==> config.mk <==
export PLATFORM = sky130hd
export DESIGN_NAME = vtg_timing_gen
export DESIGN_NICKNAME = d
export VERILOG_FILES = /design/src/rtl/vtg_pkg.sv /design/src/rtl/vtg_phase_ctr.sv /design/src/rtl/vtg_shadow.sv /design/src/rtl/vtg_frame_ctr.sv /design/src/rtl/vtg_timing_gen.sv
export SDC_FILE = /design/constraint.sdc
export NUM_CORES = 1
export LEC_CHECK = 0
export CAP_MARGIN = 10
export CORE_ASPECT_RATIO = 0.75
export CORE_MARGIN = 3
export CORE_UTILIZATION = 50
export CTS_BUF_LIST = sky130_fd_sc_hd__clkbuf_8
export DETAILED_ROUTE_END_ITERATION = 6
export PLACE_DENSITY = 0.8
export RECOVER_POWER = 50
export SETUP_SLACK_MARGIN = 0.2
export SKIP_LAST_GASP = 1
export SLEW_MARGIN = 20
export SYNTH_ARGS = -nofsm -noshare
export SYNTH_HDL_FRONTEND = slang
export SYNTH_HIERARCHICAL = 1
export SYNTH_SLANG_ARGS = --single-unit
==> constraint.sdc <==
create_clock -name clk -period 8 [get_ports clk]
set_clock_uncertainty 0.15 [all_clocks]
set_input_delay 0.8 -clock clk [delete_from_list [all_inputs] [get_ports clk]]
set_output_delay 0.8 -clock clk [all_outputs]
set_load 0.01 [all_outputs]
==> src/rtl/vtg_pkg.sv <==
package vtg_pkg;
  typedef enum logic [1:0] {
    PH_ACT  = 2'd0,
    PH_FP   = 2'd1,
    PH_SYNC = 2'd2,
    PH_BP   = 2'd3
  } phase_e;
endpackage

==> src/rtl/vtg_phase_ctr.sv <==
module vtg_phase_ctr
  import vtg_pkg::*;
#(
  parameter int CW = 12
) (
  input  logic          clk,
  input  logic          rst,
  input  logic          adv,
  input  logic [CW-1:0] act_m1,
  input  logic [CW-1:0] fp_m1,
  input  logic [CW-1:0] sw_m1,
  input  logic [CW-1:0] bp_m1,
  output phase_e        ph,
  output logic [CW-1:0] cnt,
  output logic          last
);
  logic [CW-1:0] len_m1;

  always_comb begin
    unique case (ph)
      PH_ACT:  len_m1 = act_m1;
      PH_FP:   len_m1 = fp_m1;
      PH_SYNC: len_m1 = sw_m1;
      default: len_m1 = bp_m1;
    endcase
  end

  assign last = (ph == PH_BP) && (cnt == bp_m1);

  always_ff @(posedge clk) begin
    if (rst) begin
      ph  <= PH_ACT;
      cnt <= '0;
    end else if (adv) begin
      if (cnt == len_m1) begin
        ph  <= phase_e'(2'(ph + 2'd1));
        cnt <= '0;
      end else begin
        cnt <= cnt + 1'b1;
      end
    end
  end

  // phases only ever step forward by one in ring order
  p_phase_order_r1: assert property (@(posedge clk) disable iff (rst)
    (ph != $past(ph)) |-> (2'(ph - $past(ph)) == 2'd1));

  // without an advance strobe the position holds
  p_hold_no_adv_r2: assert property (@(posedge clk) disable iff (rst)
    !$past(adv) |-> ($stable(cnt) && $stable(ph)));
endmodule

==> src/rtl/vtg_shadow.sv <==
module vtg_shadow #(
  parameter int CW = 12
) (
  input  logic          clk,
  input  logic          rst,
  input  logic          load,
  input  logic [CW-1:0] cfg_h_act_m1,
  input  logic [CW-1:0] cfg_h_fp_m1,
  input  logic [CW-1:0] cfg_h_sw_m1,
  input  logic [CW-1:0] cfg_h_bp_m1,
  input  logic [CW-1:0] cfg_v_act_m1,
  input  logic [CW-1:0] cfg_v_fp_m1,
  input  logic [CW-1:0] cfg_v_sw_m1,
  input  logic [CW-1:0] cfg_v_bp_m1,
  input  logic          cfg_interlace,
  input  logic          cfg_irq_at_fp,
  output logic [CW-1:0] w_h_act_m1,
  output logic [CW-1:0] w_h_fp_m1,
  output logic [CW-1:0] w_h_sw_m1,
  output logic [CW-1:0] w_h_bp_m1,
  output logic [CW-1:0] w_v_act_m1,
  output logic [CW-1:0] w_v_fp_m1,
  output logic [CW-1:0] w_v_sw_m1,
  output logic [CW-1:0] w_v_bp_m1,
  output logic          w_interlace,
  output logic          w_irq_at_fp,
  output logic          field
);
  logic [CW:0]   half_lines;
  logic [CW-1:0] field_act_m1;

  always_comb begin
    half_lines   = ({1'b0, cfg_v_act_m1} + 1'b1) >> 1;
    field_act_m1 = (half_lines == '0) ? '0 : CW'(half_lines - 1'b1);
  end

  always_ff @(posedge clk) begin
    if (rst || load) begin
      w_h_act_m1  <= cfg_h_act_m1;
      w_h_fp_m1   <= cfg_h_fp_m1;
      w_h_sw_m1   <= cfg_h_sw_m1;
      w_h_bp_m1   <= cfg_h_bp_m1;
      w_v_act_m1  <= cfg_interlace ? field_act_m1 : cfg_v_act_m1;
      w_v_fp_m1   <= cfg_v_fp_m1;
      w_v_sw_m1   <= cfg_v_sw_m1;
      w_v_bp_m1   <= cfg_v_bp_m1;
      w_interlace <= cfg_interlace;
      w_irq_at_fp <= cfg_irq_at_fp;
    end
  end

  always_ff @(posedge clk) begin
    if (rst)       field <= 1'b0;
    else if (load) field <= cfg_interlace ? ~field : 1'b0;
  end

  // the field bit moves only when a new frame's settings are captured
  p_field_at_load_r8: assert property (@(posedge clk) disable iff (rst)
    (field != $past(field)) |-> $past(load));

  // working settings change only on a capture
  p_hold_between_loads_r7: assert property (@(posedge clk) disable iff (rst)
    !$past(load) |-> ($stable(w_h_act_m1) && $stable(w_v_act_m1) && $stable(w_irq_at_fp)));
endmodule

==> src/rtl/vtg_frame_ctr.sv <==
module vtg_frame_ctr #(
  parameter int FW = 32
) (
  input  logic          clk,
  input  logic          rst,
  input  logic          vs_start,
  input  logic          fp_start,
  input  logic          sel_fp,
  output logic [FW-1:0] fid,
  output logic          irq
);
  always_ff @(posedge clk) begin
    if (rst) begin
      fid <= '0;
      irq <= 1'b0;
    end else begin
      if (vs_start) fid <= fid + 1'b1;
      irq <= sel_fp ? fp_start : vs_start;
    end
  end

  // the frame number only ever steps by one
  p_fid_step_r5: assert property (@(posedge clk) disable iff (rst)
    (fid != $past(fid)) |-> (fid == FW'($past(fid) + 1'b1)));

  // the frame pulse lasts a single cycle
  p_irq_single_r6: assert property (@(posedge clk) disable iff (rst)
    irq |=> !irq);
endmodule

==> src/rtl/vtg_timing_gen.sv <==
module vtg_timing_gen
  import vtg_pkg::*;
#(
  parameter int CW = 12,
  parameter int FW = 32
) (
  input  logic          clk,
  input  logic          rst,
  input  logic [CW-1:0] cfg_h_act_m1,
  input  logic [CW-1:0] cfg_h_fp_m1,
  input  logic [CW-1:0] cfg_h_sw_m1,
  input  logic [CW-1:0] cfg_h_bp_m1,
  input  logic [CW-1:0] cfg_v_act_m1,
  input  logic [CW-1:0] cfg_v_fp_m1,
  input  logic [CW-1:0] cfg_v_sw_m1,
  input  logic [CW-1:0] cfg_v_bp_m1,
  input  logic          cfg_interlace,
  input  logic          cfg_irq_at_fp,
  output logic          hsync,
  output logic          vsync,
  output logic          de,
  output logic [CW-1:0] pix_x,
  output logic [CW-1:0] pix_y,
  output logic          field,
  output logic [1:0]    vphase,
  output logic [FW-1:0] frame_id,
  output logic          frame_irq
);
  logic [CW-1:0] w_h_act_m1, w_h_fp_m1, w_h_sw_m1, w_h_bp_m1;
  logic [CW-1:0] w_v_act_m1, w_v_fp_m1, w_v_sw_m1, w_v_bp_m1;
  logic          w_interlace, w_irq_at_fp, cur_field;
  phase_e        h_ph, v_ph;
  logic [CW-1:0] h_cnt, v_cnt;
  logic          h_last, v_last, frame_load;
  logic          line_start, vs_start, fp_start;

  assign frame_load = h_last && v_last;

  vtg_shadow #(.CW(CW)) u_shadow (
    .clk(clk), .rst(rst), .load(frame_load),
    .cfg_h_act_m1(cfg_h_act_m1), .cfg_h_fp_m1(cfg_h_fp_m1),
    .cfg_h_sw_m1(cfg_h_sw_m1), .cfg_h_bp_m1(cfg_h_bp_m1),
    .cfg_v_act_m1(cfg_v_act_m1), .cfg_v_fp_m1(cfg_v_fp_m1),
    .cfg_v_sw_m1(cfg_v_sw_m1), .cfg_v_bp_m1(cfg_v_bp_m1),
    .cfg_interlace(cfg_interlace), .cfg_irq_at_fp(cfg_irq_at_fp),
    .w_h_act_m1(w_h_act_m1), .w_h_fp_m1(w_h_fp_m1),
    .w_h_sw_m1(w_h_sw_m1), .w_h_bp_m1(w_h_bp_m1),
    .w_v_act_m1(w_v_act_m1), .w_v_fp_m1(w_v_fp_m1),
    .w_v_sw_m1(w_v_sw_m1), .w_v_bp_m1(w_v_bp_m1),
    .w_interlace(w_interlace), .w_irq_at_fp(w_irq_at_fp),
    .field(cur_field)
  );

  vtg_phase_ctr #(.CW(CW)) u_hctr (
    .clk(clk), .rst(rst), .adv(1'b1),
    .act_m1(w_h_act_m1), .fp_m1(w_h_fp_m1), .sw_m1(w_h_sw_m1), .bp_m1(w_h_bp_m1),
    .ph(h_ph), .cnt(h_cnt), .last(h_last)
  );

  vtg_phase_ctr #(.CW(CW)) u_vctr (
    .clk(clk), .rst(rst), .adv(h_last),
    .act_m1(w_v_act_m1), .fp_m1(w_v_fp_m1), .sw_m1(w_v_sw_m1), .bp_m1(w_v_bp_m1),
    .ph(v_ph), .cnt(v_cnt), .last(v_last)
  );

  assign line_start = (h_ph == PH_ACT) && (h_cnt == '0);
  assign vs_start   = line_start && (v_ph == PH_SYNC) && (v_cnt == '0);
  assign fp_start   = line_start && (v_ph == PH_FP) && (v_cnt == '0);

  vtg_frame_ctr #(.FW(FW)) u_fctr (
    .clk(clk), .rst(rst), .vs_start(vs_start), .fp_start(fp_start),
    .sel_fp(w_irq_at_fp), .fid(frame_id), .irq(frame_irq)
  );

  always_ff @(posedge clk) begin
    if (rst) begin
      hsync  <= 1'b0;
      vsync  <= 1'b0;
      de     <= 1'b0;
      pix_x  <= '0;
      pix_y  <= '0;
      field  <= 1'b0;
      vphase <= 2'd0;
    end else begin
      hsync  <= (h_ph == PH_SYNC);
      vsync  <= (v_ph == PH_SYNC);
      de     <= (h_ph == PH_ACT) && (v_ph == PH_ACT);
      pix_x  <= (h_ph == PH_ACT) ? h_cnt : '0;
      pix_y  <= (v_ph != PH_ACT) ? '0 :
                w_interlace ? {v_cnt[CW-2:0], cur_field} : v_cnt;
      field  <= cur_field;
      vphase <= 2'(v_ph);
    end
  end

  // data enable only inside the vertical active region
  p_de_in_active_r3: assert property (@(posedge clk) disable iff (rst)
    de |-> (vphase == 2'd0));

  // vsync agrees with the reported sync code
  p_vsync_code_r4: assert property (@(posedge clk) disable iff (rst)
    vsync == (vphase == 2'd2));

  // vertical phase moves only after the last pixel of a line
  p_vphase_at_line_r2: assert property (@(posedge clk) disable iff (rst)
    (v_ph != $past(v_ph)) |-> $past(h_last));

  // frame number moves only with a rising vsync
  p_fid_with_vsync_r5: assert property (@(posedge clk) disable iff (rst)
    (frame_id != $past(frame_id)) |-> $rose(vsync));
endmodule

[After elaboration in Yosys (flattened, before gate mapping)]
Index checks and enable logic that the tools add are counted.
Storage, ports and cells
  register bits after elaboration: 190
  word-level logic and storage cells: 71
Operators by class
  add/subtract/negate cells: 7
  equality and inequality tests: 10
  mux-type cells: 8
  bitwise logic cells: 2
  reductions and logical operators: 20
Operators with widths (number)
  12-bit case mux with 3 select lines: 2
  12-bit == test: 4
  12-bit two-way mux: 4
  32-bit by 1-bit adder with 32-bit output, second input constant: 1
  12-bit by 1-bit adder with 12-bit output, second input constant: 2
  12-bit zero test: 2
  12-bit by 1-bit adder with 13-bit output, second input constant: 1
  13-bit zero test: 1
  12-bit by 1-bit subtractor with 12-bit output, second input constant: 1
  1-bit logical AND: 9
  2-bit == test, second input constant: 4
  2-bit OR reduction: 3
  2-bit by 1-bit adder with 2-bit output, second input constant: 2
  2-bit by 1-bit == test with 1-bit output, second input constant: 2
  2-bit zero test: 2
  1-bit two-way mux: 2
  1-bit inverter: 2
  2-bit AND reduction: 1
  2-bit nonzero test: 1
  1-bit logical OR: 1

[Logic depth before layout (Yosys ltp)]
Gate-level depths: netlist of the first run.
  word-level depth: 5
  depth in mapped cells: 11
  depth with buffers taken out: 10

[Modules after synthesis]
The synthesis of the first run kept the hierarchy.
Modules (own cells, without submodules)
  vtg_shadow: times used 1, cells each 215, area each 3776.1 um^2, seq. area each 2962.8 um^2
  vtg_phase_ctr: times used 2, cells each 152, area each 1278.7 um^2, seq. area each 280.3 um^2
  vtg_frame_ctr: times used 1, cells each 195, area each 1671.6 um^2, seq. area each 660.6 um^2
  vtg_timing_gen: times used 1, cells each 92, area each 996.0 um^2, seq. area each 600.6 um^2

[Least setup slack after synthesis of the first run]
No wires, ideal clock.
  path kind: register -> register
  start: register u_hctr.ph[0]
  end: register u_shadow.w_h_act_m1[0] (enable)
  setup time: 0.415 ns
  arrival: 2.898 ns
  setup slack: 4.537 ns
  cell stages (with the launch flop): 8
  path through: dfxtp_1 -> ha_1 -> buf_2 -> buf_2 -> nand3_1 -> nor3_1 -> and2_1 -> or2_2
Between the ends
  word-level cells in the longest chain between the ends: 4
Ends and longest elaborated chain
  from (decl): line vtg_phase_ctr.sv:13  | output phase_e ph,
  from (signal assigned): line vtg_phase_ctr.sv:36  | ph <= phase_e'(2'(ph + 2'd1));
  2-bit == test: line vtg_phase_ctr.sv:28  | assign last = (ph == PH_BP) && (cnt == bp_m1);
  1-bit logical AND: line vtg_phase_ctr.sv:28
  named net h_last: line vtg_timing_gen.sv:34  | logic h_last, v_last, frame_load;
  1-bit logical AND: line vtg_timing_gen.sv:37  | assign frame_load = h_last && v_last;
  named net frame_load: line vtg_timing_gen.sv:34
  1-bit logical OR: line vtg_shadow.sv:38  | if (rst || load) begin
  to (signal assigned): line vtg_shadow.sv:39  | w_h_act_m1 <= cfg_h_act_m1;
  to (decl): line vtg_shadow.sv:17  | output logic [CW-1:0] w_h_act_m1,
The timed path passes the listed nets, and every way through them passes these cells.
A chain may end at the register's enable or synchronous reset.

[Final worst setup path of the first run]
  start: input port rst
  end: register pix_x[5]
Between the ends
  word-level cells in the longest chain between the ends: 1
Ends and longest elaborated chain
  from (decl): line vtg_timing_gen.sv:8  | input logic rst,
  2-bit OR reduction (no source line)
  to (signal assigned): line vtg_timing_gen.sv:88  | pix_x <= (h_ph == PH_ACT) ? h_cnt : '0;
  to (decl): line vtg_timing_gen.sv:22  | output logic [CW-1:0] pix_x,
Every way passes these cells.

==> results.md, run 1 <==
| Parameter | Value | Unit |
|---|---|---|
| Cell taking the most area after synthesis | edfxtp_1 | - |
| Psw | 0.000463 | W |
| Global-route wire length before repair | 33.0 | mm |
| Clock-pin slew reported for the worst setup and hold paths after clock tree synthesis | 100 | ps |
| Wire length after detailed routing | 20.6 | mm |
| Horizontal die dimension | 161 | um |
| Fraction of post-synthesis cell area in the top cell type by area | 32.7 | % |
| Relative contribution of sequential cells to total power | 58.2 | % |
| Clock buffer count from CTS | 17 | - |
| Largest cells by area after synthesis | edfxtp_1, dfxtp_1, xnor2_1, mux2i_1, xor2_1 | - |
| Run status | finished, violations left | - |
| Number of cells on the worst reg-to-reg path | 6 | - |
| Count of yosys warnings during synthesis | 6 | - |
| Number of rows in the core area | 41 | - |
| Routed WL per cell | 17.2 | um |
| Core footprint | 0.0172 | mm2 |
| Number of hold violations in the final report | 0 | - |
| Proportion of power drawn by combinational gates | 8.3 | % |
| Sequence of cells on the critical path | clkbuf_1 > clkbuf_1 > nor3_1 > and2_2 | - |
| Gr ovfl total | 0 | - |
| Maximum fanout count along the critical path | 77 | - |
| Crit-path leading delay family | buffers and inverters | - |
| Ports placed on the boundary | 163 | - |
| Most frequent cell on the critical path | clkbuf_1 | - |
| Buffer depth of the longest clock path | 2 | - |
| Hold WC Path Type | flip-flop to flip-flop | - |
| Max H-tree Level | 4 | - |
| Actual transition at the worst max-transition pin | 3290 | ps |
| Buffers inserted during post-CTS setup optimization | 0 | - |
| Number of antenna violations at the first check in global routing | 0 | - |
| Final antenna diode count | 0 | - |
| Via density per instance | 5.51 | - |
| Cell leakage power | 4.02 | nW |
| Initial DRC count | 719 | - |
| Sequential element share of the synthesized area | 53.2 | % |
| Remaining number of nets flagged by the antenna check after routing | 0 | - |
| Count of flip-flops with a built-in enable after synthesis | 98 | - |
| Final critical delay including setup and external delays | 4420 | ps |
| Largest net degree at the start of global routing | 78 | - |
| Worst VDD drop | 0.127 | mV |
| Number of placed instances, taps included | 1165 | - |
| Buffer and inverter count on the worst path | 2 | - |
| DRC violations left | 0 | - |
| Highest achievable clock rate | 226 | MHz |
| Number of flip-flops and latches in the synthesized netlist | 190 | - |
| TritonCTS clock tree | yes | - |
| CTS Root Buffer Type | clkbuf_8 | - |
| RD Place Congestion | 0.857 | - |
| Num Clock Sinks | 190 | - |
| Final-report max-slew violation count | 78 | - |
| Path length in cells of the critical path | 4 | - |
| Number of filler instances in the final layout | 1372 | - |
| Crit path launch type | input port | - |
| Number of vias in the routed layout | 6591 | - |
| Arrival @ worst endpoint | 4630 | ps |
| Layout Nets | 1062 | - |
| Final HPWL DP | 15.0 | mm |
| RSZ-0062 raised after global routing | no | - |
| Data required time of the critical path | 8210 | ps |
| Cell internal pwr | 0.00142 | W |
| Remaining max-slew budget at the tightest pin | -119 | % |
| Share of the cycle needed by the critical path after routing | 55.2 | % |
| Number of unique standard cell types used by synthesis | 61 | - |
| Cell depth of the worst hold path | 2 | - |
| Violated checks | max-capacitance violations, max-slew violations | - |
| Cell count after synthesis | 806 | - |
| Crit path largest cell delay | 2330 | ps |
| Crit. End Element | flip-flop | - |
| Fraction of power consumed by the clock network | 33.5 | % |
| Switching Fraction | 24.7 | % |
| Hold buffer count at cts | 0 | - |
| Average cell area after synthesis | 11.2 | um2 |
| Total die area | 0.0197 | mm2 |
| Cell Pwr Density | 169 | mW/mm2 |
| Final Instance Count excl. Fillers | 1197 | - |
| Insertion delay of the later-clocked pin in the worst-skew pair | 470 | ps |
| Area of the mapped netlist | 0.00900 | mm2 |
| Number of gates resized after cts | 0 | - |
| Post-layout util | 64.4 | % |
| Via count of the first global-routing pass | 6273 | - |
| Top FF cell, synth | edfxtp_1 | - |
| Initial standard-cell utilization of the core | 52.2 | % |
| Drt first pass iters | 6 | - |
| Total track usage | 21.1 | % |
| Die Y | 122 | um |
| Critical setup path kind | input port to flip-flop | - |
| Number of setup violations in the final report | 0 | - |
| Layout area overhead | 23.4 | % |
| Fraction of layout instances using a drive strength above 1 | 7.49 | % |
| Master of the slowest instance on the critical path | clkbuf_1 | - |
| Number of max-cap violations | 1 | - |
| Ys async rst share | 0 | % |
| Count of input and output buffers | 162 | - |
| Setup TNS | 0 | ps |
## cell type report
type	instances	area (um2)	area share, %
Clock buffer	18	248	2.23
Clock inverter	14	146	1.32
Inverter	40	150	1.35
Multi-Input combinational cell	534	3850	34.6
Sequential cell	190	4780	43.1
Tap cell	236	295	2.66
Timing Repair Buffer	165	1630	14.7
## sequential cells by signal, indices dropped and copies added (netlist names), 2 cells and up
name and count:
u_shadow/w_h_act_m1 12, u_hctr/ph 2, u_vctr/ph 2, pix_x 12
u_shadow/w_h_bp_m1 12, u_shadow/w_v_act_m1 12, u_shadow/w_h_fp_m1 12, pix_y 12
u_shadow/w_v_bp_m1 12, u_shadow/w_h_sw_m1 12, u_fctr/fid 32, u_vctr/cnt 12
u_shadow/w_v_sw_m1 12, u_hctr/cnt 12, u_shadow/w_v_fp_m1 12, vphase 2
## cells in the final DEF, fill, tap and decap left out, types with 3 or more instances in the layout
| cell | netlist | final |
|---|---|---|
| dlygate4sd3_1 | 0 | 138 |
| edfxtp_1 | 98 | 98 |
| dfxtp_1 | 92 | 92 |
| xnor2_1 | 53 | 53 |
| nor2_1 | 49 | 49 |
| nand2_1 | 43 | 43 |
| mux2i_1 | 41 | 41 |
| inv_1 | 40 | 40 |
| nor3_1 | 38 | 38 |
| xor2_1 | 35 | 35 |
| nand3_1 | 32 | 32 |
| a222oi_1 | 24 | 24 |
| clkdlybuf4s50_1 | 0 | 23 |
| nand4_1 | 22 | 22 |
| a21oi_1 | 19 | 19 |
| clkbuf_8 | 0 | 18 |
| o31ai_1 | 17 | 17 |
| ha_1 | 14 | 14 |
| nor4_1 | 12 | 12 |
| or4_1 | 12 | 12 |
| or3_1 | 11 | 11 |
| and2_0 | 0 | 10 |
| o21ai_0 | 10 | 10 |
| nor2b_1 | 9 | 9 |
| mux2_2 | 7 | 7 |
| and2_1 | 16 | 6 |
| and3_1 | 6 | 6 |
| conb_1 | 1 | 6 |
| nand2b_1 | 5 | 5 |
| nand4_2 | 5 | 5 |
| inv_6 | 0 | 4 |
| or4_4 | 3 | 3 |
| nor3b_1 | 3 | 3 |
| clkinvlp_4 | 0 | 3 |
| and4_1 | 3 | 3 |
| nor4_4 | 3 | 3 |
| a31oi_1 | 3 | 3 |
## cell usage after synthesis (3+ instances only)
master and number:
xnor2_1 53, nor4_4 3, edfxtp_1 98, nor2_1 49, nor3b_1 3, nand2_1 43, inv_1 40, xor2_1 35
nor2b_1 9, nand2b_1 5, a31oi_1 3, or3_1 11, nand3_1 32, and2_1 16, mux2i_1 41, buf_2 12
buf_4 7, ha_1 14, nor3_1 38, a21oi_1 19, nor4_1 12, and3_1 6, buf_6 3, nand4_1 22
dfxtp_1 92, o21ai_0 10, a222oi_1 24, or4_1 12, mux2_2 7, nand4_2 5, or4_4 3, and4_1 3
o31ai_1 17, clkbuf_1 25
## cells by family after synthesis
logic type                 share of synthesized area, %
xor gates and xnor gates                           9.10
buffers and inverters                              4.34
AOI/OAI and AO/OA                                  7.52
other                                            0.0417
and+or+nand+nor                                    18.1
muxes                                              5.77
adders and majority gates                          1.95
DFF                                                53.2
## power by group through the flow
stage          registers [W]  clock network, W  logic [W]
2_1_floorplan        0.00111                 0  0.0000901
3_3_place_gp         0.00111                 0   0.000160
3_5_place_dp         0.00112                 0   0.000163
4_1_cts              0.00109          0.000644   0.000164
5_1_grt              0.00110          0.000684   0.000170
6_report             0.00109          0.000630   0.000155
## stage by stage
stage	total power, W	setup slack [ps]	instance area, um2	hold slack, ps
global route	0.00195	3240	11100	376
floorplan	0.00120	4540	9020	301
global placement	0.00127	4180	10700	336
CTS	0.00190	3980	11100	360
detailed placement	0.00128	3990	10700	346
finish	0.00188	3580	11100	371
## worst paths after layout
kind | from | end | slack (ps)
worst max-delay path | rst | pix_x[5]$_SDFF_PP0_ | 3580
worst min-delay path | u_fctr/fid[24]$_SDFFE_PP0P_ | u_fctr/fid[24]$_SDFFE_PP0P_ | 370
worst max register to register | u_hctr/ph[1]$_SDFFE_PP0P_ | u_shadow/w_h_bp_m1[9]$_DFFE_PP_ | 3960
worst min register to register | u_fctr/fid[24]$_SDFFE_PP0P_ | u_fctr/fid[24]$_SDFFE_PP0P_ | 370
## metal layers
| metal | part of all wire (%) | global-route usage [%] |
|---|---|---|
| met5 | 0 | 0 |
| met1 | 48 | 31.1 |
| met4 | 1.3 | 6.29 |
| met3 | 6.7 | 4.66 |
| met2 | 44 | 31.2 |
## worst register-to-register path, cell delays in order, from the launching register on
cell,delay (ps)
dfxtp_1,460
ha_1,680
nand3_1,150
nor3_1,730
and2_1,290
or2_4,480
buf_4,700
(Power assumes the default switching activity.)
==> run 2: changes to the inputs <==
- clock period: 8 -> 4.4 ns (I/O delays scaled with it)
==> results.md, run 2 (same netlist as run 1, synthesis figures left out) <==
| Parameter | Value | Unit |
|---|---|---|
| Cell leakage power | 4.07 | nW |
| Largest reg by FF count | u_fctr/fid | - |
| Violated checks | max-capacitance violations, max-slew violations | - |
| Launch instance of the worst register-to-register path | u_hctr/ph[0]$_SDFFE_PP0P_ | - |
| Via count of the first global-routing pass | 6210 | - |
| Number of rows in the core area | 41 | - |
| Number of cells on the worst reg-to-reg path | 7 | - |
| Cell Pwr Density | 310 | mW/mm2 |
| Insertion delay of the later-clocked pin in the worst-skew pair | 480 | ps |
| Drt first pass iters | 6 | - |
| Routed WL per cell | 17.1 | um |
| Remaining max-slew budget at the tightest pin | -67.4 | % |
| Worst VDD drop | 0.268 | mV |
| Final HPWL DP | 15.3 | mm |
| TritonCTS clock tree | yes | - |
| Initial standard-cell utilization of the core | 52.2 | % |
| Clock-pin slew reported for the worst setup and hold paths after clock tree synthesis | 100 | ps |
| Die Y | 122 | um |
| RD Place Congestion | 0.864 | - |
| Horizontal die dimension | 161 | um |
| Final Instance Count excl. Fillers | 1201 | - |
| Crit. End Element | flip-flop | - |
| Clock buffer count from CTS | 17 | - |
| Critical setup path kind | input port to flip-flop | - |
| Highest achievable clock rate | 281 | MHz |
| RSZ-0062 raised after global routing | no | - |
| Largest net degree at the start of global routing | 61 | - |
| Number of hold violations in the final report | 0 | - |
| CTS Root Buffer Type | clkbuf_8 | - |
| Share of the cycle needed by the critical path after routing | 80.8 | % |
| Number of vias in the routed layout | 6657 | - |
| Hold buffer count at cts | 0 | - |
| Fraction of power consumed by the clock network | 34.2 | % |
| Number of max-cap violations | 1 | - |
| Total die area | 0.0197 | mm2 |
| Via density per instance | 5.54 | - |
| Fraction of layout instances using a drive strength above 1 | 7.77 | % |
| Cell internal pwr | 0.00258 | W |
| Timing endpoint of the critical path | pix_y[7]$_SDFF_PP0_ | - |
| Arrival @ worst endpoint | 3740 | ps |
| Worst Hold Margin | 359 | ps |
| Endpoint of the most critical register-to-register path | u_shadow/w_h_sw_m1[9]$_DFFE_PP_ | - |
| Data required time of the critical path | 4590 | ps |
| Max reg flops | 32 | - |
| Core footprint | 0.0172 | mm2 |
| Final critical delay including setup and external delays | 3550 | ps |
| Maximum fanout count along the critical path | 60 | - |
| Total track usage | 21.0 | % |
| Final-report max-slew violation count | 61 | - |
| Buffers inserted during post-CTS setup optimization | 0 | - |
| Number of placed instances, taps included | 1169 | - |
| Number of filler instances in the final layout | 1377 | - |
| Gr ovfl total | 0 | - |
| Final antenna diode count | 0 | - |
| Psw | 0.000880 | W |
| Commonest non-fill, non-tap cells in the layout | dlygate4sd3_1, edfxtp_1, dfxtp_1 | - |
| Count of input and output buffers | 162 | - |
| Actual transition at the worst max-transition pin | 2510 | ps |
| Num Clock Sinks | 190 | - |
| Crit path launch type | input port | - |
| Initial DRC count | 554 | - |
| Hold WC Path Type | flip-flop to flip-flop | - |
| Switching Fraction | 25.4 | % |
| Number of antenna violations at the first check in global routing | 2 | - |
| Relative contribution of sequential cells to total power | 57.7 | % |
| Global-route wire length before repair | 32.7 | mm |
| Number of setup violations in the final report | 0 | - |
| Ports placed on the boundary | 163 | - |
| DRC violations left | 0 | - |
| Critical path startpoint | rst | - |
| Buffer depth of the longest clock path | 2 | - |
| Wire length after detailed routing | 20.6 | mm |
| Commonest non-fill, non-tap cell in the layout | dlygate4sd3_1 | - |
| Register-to-register setup slack | 1040 | ps |
| Layout Nets | 1066 | - |
| Total chip power | 0.00346 | W |
| Proportion of power drawn by combinational gates | 8.1 | % |
| Max H-tree Level | 4 | - |
| Number of gates resized after cts | 0 | - |
| Remaining number of nets flagged by the antenna check after routing | 0 | - |
| Layout area overhead | 24.0 | % |
| Run status | finished, violations left | - |
| Setup TNS | 0 | ps |
## run 2: cell types whose count changed in the layout (fill, tap and decap cells not counted), sizes merged
cell           before  now
buf                 2    5
clkinvlp            3    0
clkdlybuf4s50      23   20
clkinv              3    5
dlygate4sd3       138  141
inv                47   49
## run 2: layer usage
layer | share of wire [%] | wire (um) | global-route usage (%) | vias to the layer above
li1 | - | - | - | 3230
met1 | 47 | 9670 | 30.6 | 3119
met2 | 45 | 9200 | 31.9 | 282
met3 | 7.5 | 1550 | 5.10 | 22
met4 | 0.66 | 136 | 5.00 | 4
met5 | 0.068 | 14 | 0 | -
## run 2: worst min-delay path by stage
| stage | from | end | slack [ps] | depth (start not counted) |
|---|---|---|---|---|
| after global placement | u_fctr/fid[24]$_SDFFE_PP0P_ | u_fctr/fid[24]$_SDFFE_PP0P_ | 340 | 2 |
| after CTS | rst | u_fctr/fid[6]$_SDFFE_PP0P_ | 210 | 2 |
| after global routing | u_shadow/field$_SDFFE_PP0P_ | field$_SDFF_PP0_ | 380 | 1 |
| after detailed placement | u_fctr/fid[24]$_SDFFE_PP0P_ | u_fctr/fid[24]$_SDFFE_PP0P_ | 350 | 2 |
| after floorplan | u_hctr/cnt[2]$_SDFFE_PP0P_ | pix_x[2]$_SDFF_PP0_ | 300 | 1 |
| final | u_shadow/field$_SDFFE_PP0P_ | field$_SDFF_PP0_ | 360 | 1 |
## run 2: metrics by stage
step / setup WS, ps / utilization (%) / instance area, um2
finish: 846 / 64.8 / 11200
global route: 578 / 64.8 / 11200
CTS: 1010 / 64.8 / 11200
detailed placement: 1030 / 62.4 / 10800
global placement: 1120 / 62.4 / 10800
floorplan: 937 / - / 9020
## run 2: cell type report
class	count	area (um2)	area share (%)
inverters	40	150	1.34
repair buffers	169	1670	15.0
flip-flops and latches	190	4780	42.9
clock buffers	17	234	2.10
well taps	236	295	2.64
clock inverters	15	180	1.61
multi-input cells	534	3850	34.5
## run 2: power groups by stage
stage                     logic [W]  clock network [W]  registers (W)
after floorplan            0.000164                  0        0.00201
after global placement     0.000291                  0        0.00203
after detailed placement   0.000295                  0        0.00204
after CTS                  0.000297            0.00121        0.00200
after global routing       0.000308            0.00128        0.00200
final                      0.000281            0.00118        0.00200
## run 2: worst max-delay path, cell delays in order
cell and delay (ps):
clkbuf_1 740, clkbuf_1 1850, or3_1 550, nor2_1 120
